[config.mk]
export PLATFORM = sky130hd
export DESIGN_NAME = legacy_window_decoder
export DESIGN_NICKNAME = d
export VERILOG_FILES = /design/src/rtl/lwd_pkg.sv /design/src/rtl/lwd_ctrl.sv /design/src/rtl/lwd_regs.sv /design/src/rtl/lwd_decode.sv /design/src/rtl/legacy_window_decoder.sv
export SDC_FILE = /design/constraint.sdc
export NUM_CORES = 1
export LEC_CHECK = 0
export BUFFER_PORTS_ARGS = -buffer_cell sky130_fd_sc_hd__buf_2
export CAP_MARGIN = 20
export CORE_ASPECT_RATIO = 1.1
export CORE_MARGIN = 2
export CORE_UTILIZATION = 30
export DETAILED_ROUTE_END_ITERATION = 8
export PLACE_DENSITY = 0.49
export RECOVER_POWER = 100
export REMOVE_ABC_BUFFERS = 1
export SYNTH_ARGS = -nofsm -noshare
export SYNTH_HDL_FRONTEND = slang
export SYNTH_HIERARCHICAL = 1
export SYNTH_SLANG_ARGS = --single-unit
export TNS_END_PERCENT = 20
[constraint.sdc]
create_clock -name clk -period 2.1 [get_ports clk]
set_input_delay 0.315 -clock clk [delete_from_list [all_inputs] [get_ports clk]]
set_output_delay 0.315 -clock clk [all_outputs]
set_load 0.02 [all_outputs]
[src/rtl/lwd_pkg.sv]
package lwd_pkg;

  localparam int ATTR_BYTES = 7;
  localparam int SEG16_COUNT = 12;

  localparam logic [7:0] OFS_SIZE  = 8'h57;
  localparam logic [7:0] OFS_ATTR  = 8'h59;
  localparam logic [7:0] OFS_SMRAM = 8'h72;

  localparam logic [7:0] ATTR_RST  = 8'h00;
  localparam logic [7:0] SMRAM_RST = 8'h02;

  localparam int SMRAM_OPEN_BIT = 6;
  localparam int SMRAM_SMM_BIT  = 3;

  // 8MB granule of the size byte
  localparam int SIZE_SHIFT = 23;

  typedef enum logic [1:0] {
    ATTR_BUS_A = 2'd0,
    ATTR_RDONLY = 2'd1,
    ATTR_BUS_B = 2'd2,
    ATTR_RDWR = 2'd3
  } attrCode_e;

  typedef struct packed {
    logic [ATTR_BYTES-1:0] attrWe;
    logic                  sizeWe;
    logic                  smramWe;
  } cfgStrobe_t;

endpackage

[src/rtl/lwd_ctrl.sv]
module lwd_ctrl
  import lwd_pkg::*;
(
  input  logic       clk,
  input  logic       rst_n,
  input  logic       cfgWrEn,
  input  logic [5:0] cfgDword,
  input  logic [3:0] cfgByteEn,
  input  logic       smmActive,
  output cfgStrobe_t strobe,
  output logic       mapUpdate
);

  logic [ATTR_BYTES-1:0] attrHit;
  logic sizeHit;
  logic smramHit;
  logic smmQ;

  for (genvar k = 0; k < ATTR_BYTES; k++) begin : g_attr_hit
    localparam logic [7:0] OFS = OFS_ATTR + 8'(k);
    assign attrHit[k] = cfgWrEn && (cfgDword == OFS[7:2]) && cfgByteEn[OFS[1:0]];
  end

  assign sizeHit  = cfgWrEn && (cfgDword == OFS_SIZE[7:2]) && cfgByteEn[OFS_SIZE[1:0]];
  assign smramHit = cfgWrEn && (cfgDword == OFS_SMRAM[7:2]) && cfgByteEn[OFS_SMRAM[1:0]];

  always_comb begin
    strobe.attrWe  = attrHit;
    strobe.sizeWe  = sizeHit;
    strobe.smramWe = smramHit;
  end

  always_ff @(posedge clk) begin
    if (!rst_n) begin
      smmQ      <= smmActive;
      mapUpdate <= 1'b0;
    end else begin
      smmQ      <= smmActive;
      mapUpdate <= (|attrHit) || smramHit || (smmActive != smmQ);
    end
  end

  // a mode change is always followed by an update pulse
  assert_smm_pulse_R11: assert property (@(posedge clk) disable iff (!rst_n)
    (smmActive != $past(smmActive)) |=> mapUpdate);

  // no write and a steady mode input leave the pulse low
  assert_quiet_R11: assert property (@(posedge clk) disable iff (!rst_n)
    (!cfgWrEn && smmActive == $past(smmActive)) |=> !mapUpdate);

endmodule

[src/rtl/lwd_regs.sv]
module lwd_regs
  import lwd_pkg::*;
#(
  parameter int RAM_MIB = 128
) (
  input  logic                        clk,
  input  logic                        rst_n,
  input  cfgStrobe_t                  strobe,
  input  logic [31:0]                 cfgWrData,
  input  logic [5:0]                  cfgRdDword,
  output logic [31:0]                 cfgRdData,
  output logic [ATTR_BYTES-1:0][7:0]  attrBytes,
  output logic [7:0]                  sizeByte,
  output logic [7:0]                  smramByte
);

  localparam int SIZE_UNITS = RAM_MIB / 8;
  localparam logic [7:0] SIZE_RST = (SIZE_UNITS > 255) ? 8'hFF : 8'(SIZE_UNITS);
  localparam int SIZE_LANE  = int'(OFS_SIZE[1:0]);
  localparam int SMRAM_LANE = int'(OFS_SMRAM[1:0]);

  always_ff @(posedge clk) begin
    if (!rst_n) begin
      for (int k = 0; k < ATTR_BYTES; k++) attrBytes[k] <= ATTR_RST;
      sizeByte  <= SIZE_RST;
      smramByte <= SMRAM_RST;
    end else begin
      for (int k = 0; k < ATTR_BYTES; k++) begin
        if (strobe.attrWe[k])
          attrBytes[k] <= cfgWrData[((int'(OFS_ATTR) + k) % 4) * 8 +: 8];
      end
      if (strobe.sizeWe)  sizeByte  <= cfgWrData[SIZE_LANE*8 +: 8];
      if (strobe.smramWe) smramByte <= cfgWrData[SMRAM_LANE*8 +: 8];
    end
  end

  function automatic logic [7:0] byteAt(input logic [7:0] ofs);
    logic [7:0] v;
    v = 8'h00;
    if (ofs == OFS_SIZE)  v = sizeByte;
    if (ofs == OFS_SMRAM) v = smramByte;
    for (int k = 0; k < ATTR_BYTES; k++)
      if (ofs == OFS_ATTR + 8'(k)) v = attrBytes[k];
    return v;
  endfunction

  always_comb begin
    for (int ln = 0; ln < 4; ln++)
      cfgRdData[ln*8 +: 8] = byteAt({cfgRdDword, 2'(ln)});
  end

  // control byte takes its lane on a strobe
  assert_smram_capture_R2: assert property (@(posedge clk) disable iff (!rst_n)
    strobe.smramWe |=> smramByte == $past(cfgWrData[SMRAM_LANE*8 +: 8]));

  // attribute bytes hold without a strobe
  assert_attr_hold_R2: assert property (@(posedge clk) disable iff (!rst_n)
    !(|strobe.attrWe) |=> $stable(attrBytes));

  // size byte holds without a strobe
  assert_size_hold_R2: assert property (@(posedge clk) disable iff (!rst_n)
    !strobe.sizeWe |=> $stable(sizeByte));

endmodule

[src/rtl/lwd_decode.sv]
module lwd_decode
  import lwd_pkg::*;
#(
  parameter int ADDR_W = 32
) (
  input  logic                       clk,
  input  logic                       rst_n,
  input  logic [ADDR_W-1:0]          accAddr,
  input  logic                       accWrite,
  input  logic                       smmActive,
  input  logic [ATTR_BYTES-1:0][7:0] attrBytes,
  input  logic [7:0]                 sizeByte,
  input  logic [7:0]                 smramByte,
  output logic                       accToDram,
  output logic                       accWrEn
);

  localparam int CMP_W = ((ADDR_W > 31) ? ADDR_W : 31) + 1;
  localparam logic [5:0] SEG16_BASE = 6'h30;

  logic       lowMeg;
  logic [3:0] nib;
  logic       inVideo;
  logic       inExp;
  logic       inTop;
  logic [3:0] segIdx;
  logic [2:0] attrSel;
  logic [7:0] selByte;
  attrCode_e  code;
  logic [CMP_W-1:0] tomVal;
  logic [CMP_W-1:0] addrExt;
  logic belowTom;
  logic videoOpen;

  assign lowMeg  = (accAddr[ADDR_W-1:20] == '0);
  assign nib     = accAddr[19:16];
  assign inVideo = lowMeg && (nib == 4'hA || nib == 4'hB);
  assign inExp   = lowMeg && (nib == 4'hC || nib == 4'hD || nib == 4'hE);
  assign inTop   = lowMeg && (nib == 4'hF);

  assign segIdx  = 4'(accAddr[19:14] - SEG16_BASE);
  assign attrSel = inTop ? 3'd0 : 3'(segIdx[3:1] + 3'd1);
  assign selByte = attrBytes[attrSel];

  always_comb begin
    if (inTop || !segIdx[0]) code = attrCode_e'(inTop ? selByte[5:4] : selByte[1:0]);
    else                     code = attrCode_e'(selByte[5:4]);
  end

  assign tomVal    = CMP_W'(sizeByte) << SIZE_SHIFT;
  assign addrExt   = CMP_W'(accAddr);
  assign belowTom  = addrExt < tomVal;
  assign videoOpen = smramByte[SMRAM_OPEN_BIT] || (smramByte[SMRAM_SMM_BIT] && smmActive);

  always_comb begin
    accToDram = 1'b0;
    accWrEn   = accWrite;
    if (inVideo) begin
      accToDram = videoOpen;
    end else if (inExp || inTop) begin
      unique case (code)
        ATTR_RDWR:   accToDram = 1'b1;
        ATTR_RDONLY: begin
          accToDram = 1'b1;
          accWrEn   = 1'b0;
        end
        default:     accToDram = 1'b0;
      endcase
    end else begin
      accToDram = belowTom;
    end
  end

  // reads never carry a write permission
  assert_wren_needs_write_R10: assert property (@(posedge clk) disable iff (!rst_n)
    accWrEn |-> accWrite);

  // closed video area never goes to DRAM
  assert_video_closed_R8: assert property (@(posedge clk) disable iff (!rst_n)
    (inVideo && !smramByte[SMRAM_OPEN_BIT] && !(smramByte[SMRAM_SMM_BIT] && smmActive))
      |-> !accToDram);

  // only attribute-coded segments can drop a write
  assert_drop_only_in_segments_R6: assert property (@(posedge clk) disable iff (!rst_n)
    (accWrite && !accWrEn) |-> (inExp || inTop) && accToDram);

endmodule

[src/rtl/legacy_window_decoder.sv]
module legacy_window_decoder
  import lwd_pkg::*;
#(
  parameter int ADDR_W  = 32,
  parameter int RAM_MIB = 128
) (
  input  logic              clk,
  input  logic              rst_n,
  input  logic              cfgWrEn,
  input  logic [5:0]        cfgDword,
  input  logic [3:0]        cfgByteEn,
  input  logic [31:0]       cfgWrData,
  input  logic [5:0]        cfgRdDword,
  output logic [31:0]       cfgRdData,
  input  logic              smmActive,
  input  logic [ADDR_W-1:0] accAddr,
  input  logic              accWrite,
  output logic              accToDram,
  output logic              accWrEn,
  output logic              mapUpdate
);

  cfgStrobe_t strobe;
  logic [ATTR_BYTES-1:0][7:0] attrBytes;
  logic [7:0] sizeByte;
  logic [7:0] smramByte;

  lwd_ctrl ctrl_i (
    .clk       (clk),
    .rst_n     (rst_n),
    .cfgWrEn   (cfgWrEn),
    .cfgDword  (cfgDword),
    .cfgByteEn (cfgByteEn),
    .smmActive (smmActive),
    .strobe    (strobe),
    .mapUpdate (mapUpdate)
  );

  lwd_regs #(.RAM_MIB(RAM_MIB)) regs_i (
    .clk        (clk),
    .rst_n      (rst_n),
    .strobe     (strobe),
    .cfgWrData  (cfgWrData),
    .cfgRdDword (cfgRdDword),
    .cfgRdData  (cfgRdData),
    .attrBytes  (attrBytes),
    .sizeByte   (sizeByte),
    .smramByte  (smramByte)
  );

  lwd_decode #(.ADDR_W(ADDR_W)) decode_i (
    .clk       (clk),
    .rst_n     (rst_n),
    .accAddr   (accAddr),
    .accWrite  (accWrite),
    .smmActive (smmActive),
    .attrBytes (attrBytes),
    .sizeByte  (sizeByte),
    .smramByte (smramByte),
    .accToDram (accToDram),
    .accWrEn   (accWrEn)
  );

endmodule

==> run metrics <==
outcome complete, but fails checks; failing checks negative setup slack; DRT met1 WL 5710 um; I/O pin count 120; drt wl/cell 16.4 um; FF+latch area 1480 sq um; CP max FO 7; fin crit share 113%; share of layout cells above drive strength 1 between 30% and 40%; RSZ-0062 raised after global routing yes; Mapped Avg Cell Area 9.78 sq um; Synthesis Warnings 6; top cell type's share of synthesized area a little over a third; worst relative slew slack 51.1%; DRT antenna net count 0; die height between 100 and 150 um; WL met3 693 um; Period minus WS final 2.37 ns; asr flop ratio synth 0%; top cells by count, synth mux2i_1, dfxtp_1, nor2b_1, nor2_1, and2_1; WL met2 5700 um; crit path DAT slightly above 2 ns; min-delay worst type input pin to flip-flop; number of antenna repair diodes 0; Slew Limit Fails 0; EDFF count, synth 0; setup slack on the worst flop-to-flop path 1.26 ns; drt first pass iters 4; Peak VDD IR 0.341 mV; crit end category primary output; fill count 1,414; Setup-failing EPs final 2; CTS root buffer clkbuf_16; multi-input logic area 2580 sq um; vias ~3,500; initial antenna violation count 0; Top delay family on crit path compound AO/OA/AOI/OAI gates; TritonCTS Buffers 9; DRC 0; Starting Density 30.8%; Final Hold Viols 0; CTS sink count 74; vias in the first global route 3,598; top sig layer met4; Synth area leader dfxtp_1; Post-Syn Instances 434; vias per cell about 4.7; GRT overflow 0; DPL Wire Length 9060 um; count leader, synth mux2i_1; Total GRT Usage 16.6%; IO buf count 105; Post-Route WL 12,300 um; Sum Neg Setup Slack -0.509 ns; f_max 0.423 GHz; Clock Latency Late Sink between 0.3 and 0.4 ns; Mapped Area 4250 sq um; CP peak stage delay 0.30 ns; maximum clock insertion buffer count 2; Layout area overhead 29.8%; H-Tree Depth 3; most frequent CP cell buf_6; crit-path cells buf_8 -> ha_4 -> xor2_4 -> buf_6 -> mux4_2 -> and2_4 -> o221a_4 -> o31a_1 -> buf_6; CP Class input pin to primary output; hold_buf cts 0; top_reg_cell synth dfxtp_1; Core ar. about 14,000 sq um; sequential share of the synthesized area approximately a third; Horiz. Die Dim 117 um; CTS tree built; Leakage 0.00207 uW; 1st-iter DRT viols 109; top cells by area, synth dfxtp_1, mux2i_1, nor2b_1; fin worst setup slack -0.266 ns; post-synthesis cell type count 60; Nets 650; gpl congestion 0.799; CP Launch Type input pin; Slowest-stage cell, CP mux4_2; Die ar. 15,100 sq um; number of synthesized register bits 74; Overall Power 3590 uW; final setup skew roughly 0.000027 ns; clk slew on worst S/H paths ~0.060 ns; Power Density approximately 650 nW/um^2; buffer and inverter count on the worst path 3; Worst Tran Pin Value 0.734 ns; global-route wire length before repair 19,200 um; Max Cap Viol 0; Rows 45; largest net degree at the start of global routing 28; Worst EP required 1.78 ns
power breakdown:
group          leakage (uW)  internal [uW]  total [uW]  switching (uW)
clock              0.000176           1220        1820             600
sequential         0.000598           1410        1410            2.98
combinational       0.00129            180         358             178
total               0.00207           2810        3590             781
kinds of logic after synthesis:
logic type / share of synthesized area (%)
XOR/XNOR: 0.825
multiplexers: 23.3
adder cells (fa/ha/maj): 2.36
buffers and inverters: 5.01
AO/OA/AOI/OAI: 10.6
AND/OR/NAND/NOR: 23.0
flip-flops: 34.9
placed cells by master, fill, tap and decap left out, drive strengths merged, types with 2 or more instances in the layout:
cell,instances
clkinv,2
o21a,2
a21o,2
nor3,4
mux2i,94
buf,112
bufinv,3
a31oi,3
a22o,6
nor4,3
nor3b,4
nand2,15
nand3b,5
o31a,2
nand2b,4
nor4b,2
xnor2,2
nand3,3
o211ai,2
o2bb2ai,8
a211oi,7
nor2,21
o21ai,12
inv,9
dfxtp,74
clkbuf,42
ha,8
mux4,2
a21oi,7
and2,16
nor2b,71
xor2,2
routing by layer:
| metal | up-vias | GRT usage, % |
|---|---|---|
| met2 | 90 | 27.5 |
| met5 | - | 0 |
| met4 | 0 | 6.52 |
| met3 | 12 | 4.70 |
| li1 | 1769 | - |
| met1 | 1643 | 20.5 |
path summary, 6_finish.rpt:
check | from | cells past startpoint | to
max | accAddr[15] | 9 | accWrEn
min | smmActive | 1 | ctrl_i/smmQ$_DFF_P_
max reg2reg | ctrl_i/smmQ$_DFF_P_ | 2 | ctrl_i/mapUpdate$_SDFF_PN0_
min reg2reg | regs_i/smramByte[1]$_SDFFE_PN1P_ | 2 | regs_i/smramByte[1]$_SDFFE_PN1P_
metrics by stage:
step           utilization (%)  area [sq um]  instances  worst slack [ns]  hold slack (ns)
3_3_place_gp              37.0          5100        732            -0.370            0.461
6_report                  39.9          5510        750            -0.266            0.136
4_1_cts                   40.4          5570        750            -0.265            0.103
5_1_grt                   39.9          5510        750            -0.314            0.136
3_5_place_dp              37.0          5100        732            -0.416            0.462
2_1_floorplan                -          4070        403            -0.530            0.343
state kept, by name, summed over array words and instances (netlist names):
register,flops
regs_i/attrBytes,56
regs_i/sizeByte,8
regs_i/smramByte,8
ctrl_i/smmQ,1
ctrl_i/mapUpdate,1
final cells by class:
class                   instances  area share (%)
flip-flops and latches         74            26.9
inverters                       9           0.613
clock buffers                  11            4.59
clock inverters                 5            1.82
multi-input cells             320            46.8
repair buffers                143            15.0
well taps                     188            4.27
repair_timing:
item                       CTS  global route
setup buffers                2             0
resized for setup           20             7
pin swaps                    6             1
setup endpoints to repair    2             2
Power figures use the tool's default switching activity.
